File: config.mk
export PLATFORM = sky130hd
export DESIGN_NAME = mdio_master
export DESIGN_NICKNAME = d
export VERILOG_FILES = /design/src/rtl/mdio_pkg.sv /design/src/rtl/mdio_mdc_gen.sv /design/src/rtl/mdio_frame_seq.sv /design/src/rtl/mdio_rx_shift.sv /design/src/rtl/mdio_master.sv
export SDC_FILE = /design/constraint.sdc
export NUM_CORES = 1
export LEC_CHECK = 0
export ABC_AREA = 1
export BUFFER_PORTS_ARGS = -buffer_cell sky130_fd_sc_hd__buf_2
export CORE_MARGIN = 5
export CORE_UTILIZATION = 35
export CTS_BUF_LIST = sky130_fd_sc_hd__clkbuf_4 sky130_fd_sc_hd__clkbuf_8
export CTS_CLUSTER_SIZE = 14
export DETAILED_ROUTE_END_ITERATION = 8
export GPL_ROUTABILITY_DRIVEN = 0
export PLACE_DENSITY = 0.64
export SETUP_SLACK_MARGIN = 0.2
export SLEW_MARGIN = 20
export SYNTH_ARGS = -nofsm -noshare
export SYNTH_HDL_FRONTEND = slang
export SYNTH_SLANG_ARGS = --single-unit
File: constraint.sdc
create_clock -name clk -period 3.9 [get_ports clk]
set_input_delay 0.585 -clock clk [delete_from_list [all_inputs] [get_ports clk]]
set_output_delay 0.585 -clock clk [all_outputs]
set_load 0.05 [all_outputs]
File: src/rtl/mdio_pkg.sv
package mdio_pkg;

    localparam int ADDR_W    = 5;
    localparam int DATA_W    = 16;
    // start(2) + operation(2) + two addresses
    localparam int HDR_SLOTS = 4 + 2 * ADDR_W;
    // released turnaround + data
    localparam int RD_TAIL   = 1 + DATA_W;
    // driven turnaround(2) + data + released closing slot
    localparam int WR_TAIL   = 2 + DATA_W + 1;

    typedef struct packed {
        logic              rd;
        logic [ADDR_W-1:0] phy;
        logic [ADDR_W-1:0] regad;
        logic [DATA_W-1:0] wdata;
    } cmd_t;

    typedef struct packed {
        logic oe;
        logic val;
    } pin_t;

    function automatic int frame_slots(logic rd, int pre);
        return rd ? (pre + HDR_SLOTS + RD_TAIL) : (pre + HDR_SLOTS + WR_TAIL);
    endfunction

    function automatic logic is_rd_data(int slot, int pre);
        return (slot >= pre + HDR_SLOTS + 1) && (slot < pre + HDR_SLOTS + 1 + DATA_W);
    endfunction

    function automatic pin_t frame_bit(cmd_t c, int slot, int pre);
        pin_t              p;
        int                s;
        logic [ADDR_W-1:0] a;
        logic [DATA_W-1:0] d;
        p.oe  = 1'b1;
        p.val = 1'b1;
        if (slot >= pre) begin
            s = slot - pre;
            if (s < 2) begin
                p.val = (s == 1);
            end else if (s < 4) begin
                p.val = c.rd ? (s == 2) : (s == 3);
            end else if (s < 4 + ADDR_W) begin
                a     = c.phy >> (3 + ADDR_W - s);
                p.val = a[0];
            end else if (s < HDR_SLOTS) begin
                a     = c.regad >> (HDR_SLOTS - 1 - s);
                p.val = a[0];
            end else begin
                s = s - HDR_SLOTS;
                if (c.rd) begin
                    p.oe = 1'b0;
                end else if (s < 2) begin
                    p.val = (s == 0);
                end else if (s < 2 + DATA_W) begin
                    d     = c.wdata >> (DATA_W + 1 - s);
                    p.val = d[0];
                end else begin
                    p.oe = 1'b0;
                end
            end
        end
        return p;
    endfunction

endpackage

File: src/rtl/mdio_mdc_gen.sv
module mdio_mdc_gen #(
    parameter int HALF_DIV = 2
) (
    input  logic clk,
    input  logic rst,
    input  logic run,
    output logic mdc,
    output logic fall_tick
);
    localparam int CNT_W = (HALF_DIV > 1) ? $clog2(HALF_DIV) : 1;
    localparam logic [CNT_W-1:0] CNT_LAST = CNT_W'(HALF_DIV - 1);

    logic [CNT_W-1:0] cnt;

    always_ff @(posedge clk) begin
        if (rst || !run) begin
            cnt <= '0;
            mdc <= 1'b0;
        end else if (cnt == CNT_LAST) begin
            cnt <= '0;
            mdc <= ~mdc;
        end else begin
            cnt <= cnt + 1'b1;
        end
    end

    assign fall_tick = run && mdc && (cnt == CNT_LAST);
endmodule

File: src/rtl/mdio_frame_seq.sv
module mdio_frame_seq
    import mdio_pkg::*;
#(
    parameter int PRE_LEN = 40,
    parameter int SLOT_W  = 7
) (
    input  logic              clk,
    input  logic              rst,
    input  logic              accept,
    input  cmd_t              cmd_in,
    input  logic              fall_tick,
    output logic              busy,
    output logic              done,
    output logic [SLOT_W-1:0] slot,
    output cmd_t              cur,
    output logic              mdio_o,
    output logic              mdio_oe
);
    logic              last_slot;
    logic [SLOT_W-1:0] slot_nxt;
    pin_t              pin_first;
    pin_t              pin_next;

    assign last_slot = (slot == SLOT_W'(frame_slots(cur.rd, PRE_LEN) - 1));
    assign slot_nxt  = slot + 1'b1;
    assign pin_first = frame_bit(cmd_in, 0, PRE_LEN);
    assign pin_next  = frame_bit(cur, int'(slot_nxt), PRE_LEN);

    always_ff @(posedge clk) begin
        if (rst) begin
            busy    <= 1'b0;
            done    <= 1'b0;
            slot    <= '0;
            cur     <= '0;
            mdio_o  <= 1'b1;
            mdio_oe <= 1'b0;
        end else begin
            done <= 1'b0;
            if (accept) begin
                busy    <= 1'b1;
                slot    <= '0;
                cur     <= cmd_in;
                mdio_o  <= pin_first.val;
                mdio_oe <= pin_first.oe;
            end else if (busy && fall_tick) begin
                if (last_slot) begin
                    busy    <= 1'b0;
                    done    <= 1'b1;
                    mdio_o  <= 1'b1;
                    mdio_oe <= 1'b0;
                end else begin
                    slot    <= slot_nxt;
                    mdio_o  <= pin_next.val;
                    mdio_oe <= pin_next.oe;
                end
            end
        end
    end
endmodule

File: src/rtl/mdio_rx_shift.sv
module mdio_rx_shift
    import mdio_pkg::*;
(
    input  logic              clk,
    input  logic              rst,
    input  logic              clear,
    input  logic              sample,
    input  logic              bit_in,
    output logic [DATA_W-1:0] data
);
    always_ff @(posedge clk) begin
        if (rst || clear) begin
            data <= '0;
        end else if (sample) begin
            data <= {data[DATA_W-2:0], bit_in};
        end
    end
endmodule

File: src/rtl/mdio_master.sv
module mdio_master
    import mdio_pkg::*;
#(
    parameter int HALF_DIV = 2,
    parameter int PRE_LEN  = 40
) (
    input  logic              clk,
    input  logic              rst,
    input  logic              cmd_start,
    input  logic              cmd_read,
    input  logic [ADDR_W-1:0] cmd_phy,
    input  logic [ADDR_W-1:0] cmd_reg,
    input  logic [DATA_W-1:0] cmd_wdata,
    output logic              cmd_busy,
    output logic              cmd_done,
    output logic [DATA_W-1:0] cmd_rdata,
    output logic              mdc,
    output logic              mdio_o,
    output logic              mdio_oe,
    input  logic              mdio_i
);
    localparam int SLOT_W = $clog2(PRE_LEN + HDR_SLOTS + WR_TAIL);

    logic              accept;
    logic              fall_tick;
    logic              sample;
    logic [SLOT_W-1:0] slot;
    cmd_t              cmd_in;
    cmd_t              cur;

    assign accept = cmd_start && !cmd_busy;
    assign cmd_in = '{rd: cmd_read, phy: cmd_phy, regad: cmd_reg, wdata: cmd_wdata};

    mdio_mdc_gen #(.HALF_DIV(HALF_DIV)) u_clk (
        .clk       (clk),
        .rst       (rst),
        .run       (cmd_busy),
        .mdc       (mdc),
        .fall_tick (fall_tick)
    );

    mdio_frame_seq #(.PRE_LEN(PRE_LEN), .SLOT_W(SLOT_W)) u_seq (
        .clk       (clk),
        .rst       (rst),
        .accept    (accept),
        .cmd_in    (cmd_in),
        .fall_tick (fall_tick),
        .busy      (cmd_busy),
        .done      (cmd_done),
        .slot      (slot),
        .cur       (cur),
        .mdio_o    (mdio_o),
        .mdio_oe   (mdio_oe)
    );

    assign sample = cmd_busy && fall_tick && cur.rd && is_rd_data(int'(slot), PRE_LEN);

    mdio_rx_shift u_rx (
        .clk    (clk),
        .rst    (rst),
        .clear  (accept),
        .sample (sample),
        .bit_in (mdio_i),
        .data   (cmd_rdata)
    );
endmodule

==> impl_metrics.json <==
{
  "viasPerCell": 5.03,
  "synth_edf_count": 0,
  "cts.path.max_buffers": 2,
  "finClkSkew_ns": 0.00755,
  "hold_viol": 0,
  "drt_iter0_markers": 456,
  "setup_viol": 0,
  "syn_area_per_cell_um2": 6.49,
  "drc": 0,
  "syn_to_final_growth_pct": 33.6,
  "use_met3": 0.0244,
  "die_y_um": 122,
  "max_freq_mhz": 271,
  "grt_usage": 0.165,
  "fin_crit_ns": 3.69,
  "antenna_left": 0,
  "crit_path_frequent_cell": "nand2_1",
  "period_share": 0.946,
  "die_area_mm2": 0.0150,
  "synth_nets": 750,
  "cts-root-buf": "clkbuf_8",
  "synth_area_leader_cell": "dfxtp_1",
  "total_power_mw": 1.09,
  "seq_area_frac_synth": 0.253,
  "port_buffers": 51,
  "wl_um": 13300,
  "nets": 861,
  "crit_slowest_cell": "dfxtp_4",
  "fp-row-count": 41,
  "arrival_ns": 3.94,
  "grt_max_degree": 30,
  "crit_type": "reg -> reg",
  "max_stage_delay_ns": 0.37,
  "grt_overflow": 0,
  "hold_path.class": "reg -> reg",
  "grt_use_met1": 0.218,
  "first_pass_iters": 5,
  "syn_area_mm2": 0.00442,
  "clkSinkCount": 56,
  "die_width_um": 122,
  "io_pins": 52,
  "cp_max_fo": 4,
  "grt-busiest-layer": "met2",
  "clk_latency_ns": 0.31,
  "htreeDepth": 2,
  "yosys.cell_types.count": 44,
  "critPathLaunchType": "flop",
  "num_vias": 4861,
  "path_clk_slew_ns": 0.10,
  "peakVddDrop_mv": 0.283,
  "cts_tree": "yes",
  "synth_top_area_frac": 0.253,
  "outcome": "complete, no violations",
  "syn_inst": 682,
  "slew_viol_final": 0,
  "drive_gt1_frac": 0.307,
  "p_per_area_mw_per_mm2": 184,
  "coreArea_mm2": 0.0125,
  "tightest_slew_ns": 0.826,
  "synth_flop_cell": "dfxtp_1",
  "wire_per_inst_um": 13.7,
  "required_ns": 4.15,
  "rsz0062_at_grt": "true",
  "ys_ff_latch": 56,
  "synthArstFlopShare": 0,
  "grt_pass1_wl_um": 20400,
  "antennaDiodeCount": 0,
  "use_met2": 0.277,
  "slew_headroom": 0.448,
  "leakagePower_nw": 2.66,
  "ys_warn_count": 0,
  "whs_ns": 0.446,
  "start_util": 0.353,
  "synth.area.top_cells": "dfxtp_1 (25%), nand2_1 (11%), ha_1 (10%), nand3_1 (8.8%), nor2_1 (7.3%)",
  "cts_buffers": 5,
  "end_kind": "flop",
  "grt_pass1_vias": 4278,
  "grt_antenna_before_repair": 0,
  "drv_cap": 0,
  "dp.final_hpwl_um": 9650
}
## cells in the final DEF (no fill, tap or decap), drive strengths merged, types with 4 or more instances in the layout
master,n
nand3,87
nand4,23
nor2,93
nor4,7
nand2,147
o21ai,61
buf,121
inv,90
ha,37
clkbuf,5
clkinv,4
a21oi,36
nor3,10
dfxtp,56
## logic make-up after synthesis
| kind of cell | synth area share |
|---|---|
| AND/OR/NAND/NOR | 0.412 |
| adder cells (fa/ha/maj) | 0.105 |
| buffers and inverters | 0.0990 |
| XOR/XNOR | 0.00396 |
| flip-flops | 0.253 |
| AO/OA/AOI/OAI | 0.127 |
## through the flow
step                 util  setup slack (ns)  area (um^2)  TNS, ns  std cells
CTS                 0.429             0.209         5370        0        938
global placement    0.411           0.00611         5140        0        928
finish              0.472             0.212         5910        0        966
global route        0.472           -0.0364         5910  -0.0364        966
detailed placement  0.411           -0.0333         5140  -0.0333        928
floorplan               -             0.215         4450        0        682
## report_power, final
group          total, mW  internal (mW)  leakage [nW]  switching [mW]
Sequential         0.602          0.593         0.459         0.00906
Clock              0.390          0.195        0.0600           0.195
Combinational     0.0979         0.0330          2.14          0.0648
## worst max-delay path: cells and delay by family, from the launching register on
kind / cells / cell delay [ns]
simple gates: 23 / 2.01
fa+ha+maj: 3 / 0.68
compound gates: 2 / 0.38
flops: 1 / 0.37
buf+inv: 3 / 0.18
## cell type report
type                            instances  area [um^2]
Fill cell                            1280         6610
Tap cell                              172          215
Clock buffer                            5         68.8
Clock inverter                          3         46.3
Sequential cell                        56         1130
Multi-Input combinational cell        517         3260
Inverter                               92          358
Timing Repair Buffer                  121          832
## per-layer routing
layer | wire [um] | share of wire
met1 | 5870 | 0.44
met2 | 6330 | 0.48
met3 | 723 | 0.054
met4 | 358 | 0.027
met5 | 0 | 0
## synth_stat cells (2+ instances only)
library cell / n
nand3_2: 6
nor2_4: 4
nand3b_1: 2
a21oi_1: 35
buf_6: 2
nand3_1: 78
nor2_2: 2
ha_1: 37
dfxtp_1: 56
nand2_2: 12
nor2_1: 86
nand4_1: 21
clkbuf_1: 12
nand3_4: 3
nand2_1: 128
buf_1: 2
a211oi_1: 2
clkinv_1: 2
inv_2: 9
o21ai_0: 57
nand2_4: 6
o2111ai_1: 2
inv_1: 80
nor3_1: 10
o21ai_1: 3
nor4_1: 7
## timing repair
| item | 4_1_cts | 5_1_grt |
|---|---|---|
| hold buffers | 0 | 0 |
| pin swaps | 5 | 40 |
| setup endpoints to repair | 1 | 2 |
| resized for setup | 21 | 71 |
| buffers inserted | 2 | 27 |
| cloned | 0 | 1 |
## sequential cells by signal, indices dropped and copies added, names as in the netlist
signal and cells:
u_clk.cnt 1, u_clk.mdc 1, u_rx.data 16, u_seq.busy 1, u_seq.cur 27, u_seq.done 1
u_seq.mdio_o 1, u_seq.mdio_oe 1, u_seq.slot 7
## path summary, 6_finish.rpt
| check | start | endpoint | slack, ns | depth (start not counted) |
|---|---|---|---|---|
| setup / recovery | u_seq.slot[1]$_SDFFE_PP0P_ | u_seq.mdio_o$_SDFFE_PP1P_ | 0.21 | 31 |
| hold / removal | u_clk.cnt$_SDFF_PP0_ | u_clk.cnt$_SDFF_PP0_ | 0.45 | 1 |
| setup reg to reg | u_seq.slot[1]$_SDFFE_PP0P_ | u_seq.mdio_o$_SDFFE_PP1P_ | 0.21 | 31 |
| hold reg to reg | u_clk.cnt$_SDFF_PP0_ | u_clk.cnt$_SDFF_PP0_ | 0.45 | 1 |
Power figures use the tool's default switching activity.
